===== src/rtl/pbsram_pkg.sv =====
package pbsram_pkg;
    localparam int BEAT_W = 2;

    typedef enum logic [1:0] {
        ACC_NONE  = 2'd0,
        ACC_READ  = 2'd1,
        ACC_WRITE = 2'd2
    } acc_kind_e;
endpackage


===== src/rtl/pbsram_burst_seq.sv =====
module pbsram_burst_seq #(
    parameter int OW = 2
) (
    input  logic          clk,
    input  logic          rst_n,
    input  logic          load,
    input  logic          step,
    input  logic          interleave,
    input  logic [OW-1:0] start_ofs,
    output logic [OW-1:0] ofs_d
);
    typedef struct packed {
        logic [OW-1:0] start;
        logic [OW-1:0] cnt;
    } seq_t;

    seq_t s_d, s_q;

    always_comb begin
        s_d = s_q;
        if (load) begin
            s_d.start = start_ofs;
            s_d.cnt   = '0;
        end else if (step) begin
            s_d.cnt = s_q.cnt + 1'b1;
        end
        ofs_d = interleave ? (s_d.start ^ s_d.cnt) : (s_d.start + s_d.cnt);
    end

    always_ff @(posedge clk or negedge rst_n) begin
        if (!rst_n) s_q <= '0;
        else        s_q <= s_d;
    end


    load_captures_start_chk: assert property (@(posedge clk) disable iff (!rst_n)
        load |=> (s_q.start == $past(start_ofs)) && (s_q.cnt == '0));


    hold_without_step_chk: assert property (@(posedge clk) disable iff (!rst_n)
        (!load && !step) |=> $stable(s_q));
endmodule


===== src/rtl/pbsram_lane_dec.sv =====
module pbsram_lane_dec #(
    parameter int LANES = 4
) (
    input  logic             glob_wr_n,
    input  logic             byte_wr_en_n,
    input  logic [LANES-1:0] lane_wr_n,
    output logic [LANES-1:0] lane_we
);
    for (genvar i = 0; i < LANES; i++) begin : g_lane
        assign lane_we[i] = !glob_wr_n || (!byte_wr_en_n && !lane_wr_n[i]);
    end
endmodule


===== src/rtl/pbsram_store.sv =====
module pbsram_store #(
    parameter int AW     = 6,
    parameter int LANES  = 4,
    parameter int LANE_W = 9
) (
    input  logic                    clk,
    input  logic                    rst_n,
    input  logic                    wr,
    input  logic [LANES-1:0]        wr_lanes,
    input  logic                    rd,
    input  logic [AW-1:0]           a,
    input  logic [LANES*LANE_W-1:0] wdata,
    output logic [LANES*LANE_W-1:0] rdata,
    output logic                    rd_vld
);
    localparam int DW    = LANES * LANE_W;
    localparam int DEPTH = 1 << AW;

    logic [DW-1:0] mem [DEPTH];
    logic [DW-1:0] rdata_q;
    logic          vld_q;

    always_ff @(posedge clk) begin
        if (wr) begin
            for (int i = 0; i < LANES; i++) begin
                if (wr_lanes[i]) mem[a][i*LANE_W +: LANE_W] <= wdata[i*LANE_W +: LANE_W];
            end
        end
        if (rd) rdata_q <= mem[a];
    end

    always_ff @(posedge clk or negedge rst_n) begin
        if (!rst_n) vld_q <= 1'b0;
        else        vld_q <= rd;
    end

    assign rdata  = rdata_q;
    assign rd_vld = vld_q;


    read_one_stage_chk: assert property (@(posedge clk) disable iff (!rst_n)
        rd |=> rd_vld);
endmodule


===== src/rtl/pbsram_ctrl.sv =====
module pbsram_ctrl
    import pbsram_pkg::*;
#(
    parameter int ADDR_W = 6,
    parameter int LANES  = 4,
    parameter int LANE_W = 9
) (
    input  logic                    clk,
    input  logic                    rst_n,
    input  logic                    sleep,
    input  logic                    cs1_n,
    input  logic                    cs2,
    input  logic                    cs3_n,
    input  logic                    proc_start_n,
    input  logic                    ctrl_start_n,
    input  logic                    burst_adv_n,
    input  logic                    seq_mode,
    input  logic [ADDR_W-1:0]       addr,
    input  logic                    glob_wr_n,
    input  logic                    byte_wr_en_n,
    input  logic [LANES-1:0]        lane_wr_n,
    input  logic                    out_en_n,
    input  logic [LANES*LANE_W-1:0] din,
    output logic [LANES*LANE_W-1:0] dout,
    output logic                    dout_oe
);
    localparam int DATA_W = LANES * LANE_W;
    localparam int HI_W   = ADDR_W - BEAT_W;

    typedef struct packed {
        logic              active;
        logic [HI_W-1:0]   hi;
        acc_kind_e         kind;
        logic [ADDR_W-1:0] a;
        logic [LANES-1:0]  lanes;
        logic [DATA_W-1:0] data;
    } ctl_t;

    ctl_t s_d, s_q;

    logic              sel, strobe_c, strobe_p, strobe, load, step;
    logic [LANES-1:0]  lane_we;
    logic [BEAT_W-1:0] ofs_d;
    logic              rd_vld;

    pbsram_lane_dec #(.LANES(LANES)) u_lane_dec (
        .glob_wr_n    (glob_wr_n),
        .byte_wr_en_n (byte_wr_en_n),
        .lane_wr_n    (lane_wr_n),
        .lane_we      (lane_we)
    );

    pbsram_burst_seq #(.OW(BEAT_W)) u_seq (
        .clk        (clk),
        .rst_n      (rst_n),
        .load       (load),
        .step       (step),
        .interleave (seq_mode),
        .start_ofs  (addr[BEAT_W-1:0]),
        .ofs_d      (ofs_d)
    );

    always_comb begin
        sel      = !cs1_n && cs2 && !cs3_n;
        strobe_c = !ctrl_start_n;
        strobe_p = ctrl_start_n && !proc_start_n && !cs1_n;
        strobe   = strobe_c || strobe_p;
        load     = !sleep && strobe && sel;
        step     = !sleep && !strobe && s_q.active && !burst_adv_n;

        s_d       = s_q;
        s_d.kind  = ACC_NONE;
        s_d.lanes = '0;
        s_d.data  = din;
        if (sleep) begin
            s_d.active = 1'b0;
        end else if (strobe) begin
            s_d.active = sel;
            if (sel) begin
                s_d.hi   = addr[ADDR_W-1:BEAT_W];
                s_d.kind = (strobe_c && (|lane_we)) ? ACC_WRITE : ACC_READ;
            end
        end else if (s_q.active) begin
            s_d.kind = (|lane_we) ? ACC_WRITE : ACC_READ;
        end
        if (s_d.kind == ACC_WRITE) s_d.lanes = lane_we;
        s_d.a = {s_d.hi, ofs_d};
    end

    always_ff @(posedge clk or negedge rst_n) begin
        if (!rst_n) s_q <= '0;
        else        s_q <= s_d;
    end

    pbsram_store #(.AW(ADDR_W), .LANES(LANES), .LANE_W(LANE_W)) u_store (
        .clk      (clk),
        .rst_n    (rst_n),
        .wr       (s_q.kind == ACC_WRITE),
        .wr_lanes (s_q.lanes),
        .rd       (s_q.kind == ACC_READ),
        .a        (s_q.a),
        .wdata    (s_q.data),
        .rdata    (dout),
        .rd_vld   (rd_vld)
    );

    assign dout_oe = rd_vld && !out_en_n && !sleep;


    sleep_blocks_access_chk: assert property (@(posedge clk) disable iff (!rst_n)
        sleep |=> (s_q.kind == ACC_NONE) && !s_q.active);


    oe_needs_enable_chk: assert property (@(posedge clk) disable iff (!rst_n)
        dout_oe |-> (!out_en_n && !sleep));


    global_write_all_chk: assert property (@(posedge clk) disable iff (!rst_n)
        (!sleep && !ctrl_start_n && !cs1_n && cs2 && !cs3_n && !glob_wr_n)
        |=> (s_q.kind == ACC_WRITE) && (&s_q.lanes));


    deselect_ends_chk: assert property (@(posedge clk) disable iff (!rst_n)
        (!sleep && !ctrl_start_n && !(!cs1_n && cs2 && !cs3_n))
        |=> !s_q.active && (s_q.kind == ACC_NONE));


    proc_start_reads_chk: assert property (@(posedge clk) disable iff (!rst_n)
        (!sleep && ctrl_start_n && !proc_start_n && !cs1_n && cs2 && !cs3_n)
        |=> (s_q.kind == ACC_READ));
endmodule


===== config.mk =====
export PLATFORM = sky130hd
export DESIGN_NAME = pbsram_ctrl
export DESIGN_NICKNAME = d
export VERILOG_FILES = /design/src/rtl/pbsram_pkg.sv /design/src/rtl/pbsram_burst_seq.sv /design/src/rtl/pbsram_lane_dec.sv /design/src/rtl/pbsram_store.sv /design/src/rtl/pbsram_ctrl.sv
export SDC_FILE = /design/constraint.sdc
export NUM_CORES = 2
export LEC_CHECK = 0
export BUFFER_PORTS_ARGS = -buffer_cell sky130_fd_sc_hd__buf_4
export CAP_MARGIN = 20
export CORE_MARGIN = 5
export CORE_UTILIZATION = 50
export DETAILED_ROUTE_END_ITERATION = 8
export PLACE_DENSITY = 0.65
export SYNTH_ARGS = -nofsm -noshare
export SYNTH_HDL_FRONTEND = slang
export SYNTH_SLANG_ARGS = --single-unit

===== constraint.sdc =====
create_clock -name clk -period 5.9 [get_ports clk]
set_clock_uncertainty 0.15 [all_clocks]
set_input_delay 0.59 -clock clk [delete_from_list [all_inputs] [get_ports clk]]
set_output_delay 0.59 -clock clk [all_outputs]
set_load 0.02 [all_outputs]

==> metrics.md <==
| Metric | Value |
|---|---|
| Slew @ Worst Pin | 1.21 ns |
| Via count of the first global-routing pass | 51200 |
| Crit-path leading delay family | simple AND/OR/NAND/NOR gates |
| Fmax | 232 MHz |
| RSZ-0062 raised after global routing | no |
| Clk pin slew, worst setup/hold paths | approximately 0.07 ns |
| Fin nets | 5344 |
| Worst path slowest cell | nor2_1 |
| DP Cell Count | between 7000 and 8000 |
| Outcome | finished, final reports clean |
| Die Y | roughly 440 um |
| CTS tree | done |
| Share of cells above drive strength 1 | 0.192 |
| Synth-to-layout area growth | 13.0% |
| DR WL/cell | 36.8 um |
| R2r setup slk | 1.59 ns |
| Minimum clock period | 4.31 ns |
| All-Layer GR Usage | 0.299 |
| Main synth FF type | edfxtp_1 |
| Core Rows | ~160 |
| Residual DRC | 0 |
| Filler instances | 13900 |
| CTS H-tree depth | 4 |
| Placer Congestion | slightly below 0.9 |
| Yosys warns | 0 |
| Worst skew pair latency | 0.88 ns |
| Peak supply drop | 0.406 mV |
| Antenna viol nets, final | 0 |
| Critical setup path kind | flop to flop |
| Req. time, crit path | 6.22 ns |
| Worst flop-to-flop path startpoint | s_q[44] |
| CP Cell Sequence | nor3b_2, buf_4, nand2_1, nor2_1 |
| CP endpoint kind | flop |
| Pin count of the biggest net entering global routing | 126 |
| Clock sinks | 2394 |
| Worst hold path class | input port to flop |
| # IOs | 96 |
| Leakage power | 33.3 nW |
| Vias | between 50000 and 60000 |
| Seq/Total Area, Yosys | 0.773 |
| Worst path max stage delay | roughly 1.1 ns |
| Sequential cell area | 0.0717 mm^2 |
| CP Launch Type | flop |
| Final hold vios | 0 |
| WP data arrival | 4.63 ns |
| Unique masters post-synth | 73 |
| Detail Placement HPWL | 173000 um |
| Max Slew Vio Count | 0 |
| Worst R2R End | u_store.mem[17][27] |
| Port-buffer cells | 95 |
| Worst-path maximum fanout | 25 |
| Core area | about 0.18 mm^2 |
| Mean Syn Cell Area | 18.4 um^2 |
| Drt total wl | 293000 um |
| First-pass GRT wire length | 405000 um |
| Max-Cap Viols | 0 |
| Power per cell area | a little under 400 mW/mm^2 |
| Clock Path Buffers | 3 |
| Most common cell after layout, fill and taps aside | edfxtp_1 |
| WHS Endpoint | u_seq.s_q[2] |
| Multi-input gate area | 0.0194 mm^2 |
| Slew margin rel. | 0.187 |
| Count of final setup violators | 0 |
| Fin crit share | 0.730 |
| Starting Density | 0.501 |
| Yosys reg bits | 2394 |
| Overflow after GRT | 0 |
| Post-Syn Area | 0.0927 mm^2 |
| Via density | 6.68 |
| Mapped Cells | ~5000 |
| Synth async-reset ratio | 0.0226 |
| Post-CTS setup buffer count | 0 |
| Number of buffers created by CTS | 234 |
| Most frequent cells in the layout | edfxtp_1 (2340), mux2i_1 (332), nor2_1 (295) |
| Die extent in x | roughly 440 um |
| Mapped Nets | 5100 |
| Hold Crit Start | proc_start_n |
| Clock root buffer master | clkbuf_16 |
| EDFF count, synth | 2340 |
| Setup_tns | 0 ns |
| Die area | 0.194 mm^2 |
| Hold path cells | 3 |
| Fin cells | 7979 |
| Total iterations of the first detailed-routing run | 9 |
| Initial drt markers | between 9000 and 10000 |
| WP buf/inv | 1 |
| Initial antenna violation count | 10 |
| FF-to-FF path depth | 4 |
==> per-stage QoR <==
step	area [um^2]	hold WS, ns	power [mW]	setup slack, ns	utilization
global placement	96400	0.337	27.3	1.40	0.521
CTS	104000	0.0148	41.4	1.78	0.565
detailed placement	96600	0.347	27.3	1.80	0.522
floorplan	92700	0.144	24.0	3.07	-
global route	105000	0.0456	42.5	1.56	0.566
finish	105000	0.0562	41.5	1.59	0.566
==> routing by layer <==
layer	wire length, um	track usage
met4	17000	0.153
met2	131000	0.441
met5	97	0.00756
met3	37400	0.0887
met1	108000	0.406
==> cells in the mapped netlist, types with 20 or more instances <==
| library cell | n | area share |
|---|---|---|
| a221oi_1 | 125 | 0.012 |
| o21ai_0 | 86 | 0.0046 |
| buf_1 | 32 | 0.0013 |
| edfxtp_1 | 2340 | 0.76 |
| o22ai_1 | 100 | 0.0068 |
| mux2_2 | 174 | 0.021 |
| a211oi_1 | 23 | 0.0019 |
| nor2_1 | 298 | 0.012 |
| buf_2 | 133 | 0.0072 |
| a22o_1 | 32 | 0.0030 |
| nand2_1 | 201 | 0.0081 |
| mux4_2 | 176 | 0.043 |
| a21oi_1 | 106 | 0.0057 |
| a31oi_1 | 33 | 0.0022 |
| buf_6 | 21 | 0.0026 |
| clkbuf_1 | 118 | 0.0048 |
| o22a_1 | 21 | 0.0020 |
| buf_4 | 47 | 0.0038 |
| a221o_1 | 48 | 0.0052 |
| a22oi_1 | 196 | 0.016 |
| dfrtp_1 | 54 | 0.015 |
| nand3_1 | 30 | 0.0016 |
| mux2i_1 | 332 | 0.036 |
| and3b_1 | 20 | 0.0019 |
==> worst max-delay path by stage <==
stage                                      to    start  cells past startpoint
after global routing        u_store.rdata[19]  s_q[40]                      8
after global placement      u_store.rdata[19]  s_q[40]                      7
final                     u_store.mem[17][27]  s_q[44]                      4
after detailed placement    u_store.rdata[19]  s_q[40]                      8
after floorplan             u_store.mem[4][0]  s_q[41]                      9
after CTS                   u_store.rdata[19]  s_q[40]                      8
==> worst reg2reg max path: cells and delay by family (launching register included) <==
family	cells	cell delay, ns
AND/OR/NAND/NOR	3	2.35
buffers and inverters	1	0.65
flip-flops	1	0.76
==> area by class of cell <==
type                       instances  area share
sequential                      2394       0.685
multi-input combinational       2291       0.185
clock buffer                     294      0.0586
timing repair buffer             359      0.0310
tap                             2480      0.0296
clock inverter                   136      0.0106
antenna                           21    0.000502
inverter                           4    0.000215
==> flip-flops by register name, summed over array words and instances, names as in the netlist <==
register / count
u_store.rd_vld: 1
s_q: 49
u_store.mem: 2304
u_seq.s_q: 4
u_store.rdata: 36
==> cell families after synthesis <==
| kind of cell | synth area share |
|---|---|
| AOI/OAI and AO/OA | 0.0715 |
| xor gates and xnor gates | 0.000189 |
| adders and majority gates | 0.000135 |
| buffers and inverters | 0.0198 |
| DFF | 0.773 |
| muxes | 0.0999 |
| and+or+nand+nor | 0.0355 |
==> timing repair <==
item                      CTS  global route
hold endpoints to repair   72             0
gates resized for setup     0             0
hold buffers               60             0
==> power by group <==
part,switching [mW],internal (mW),total [mW]
Combinational,5.55,2.75,8.30
Clock,6.40,7.91,14.3
Sequential,0.185,18.7,18.9
Power figures use the tool's default switching activity.
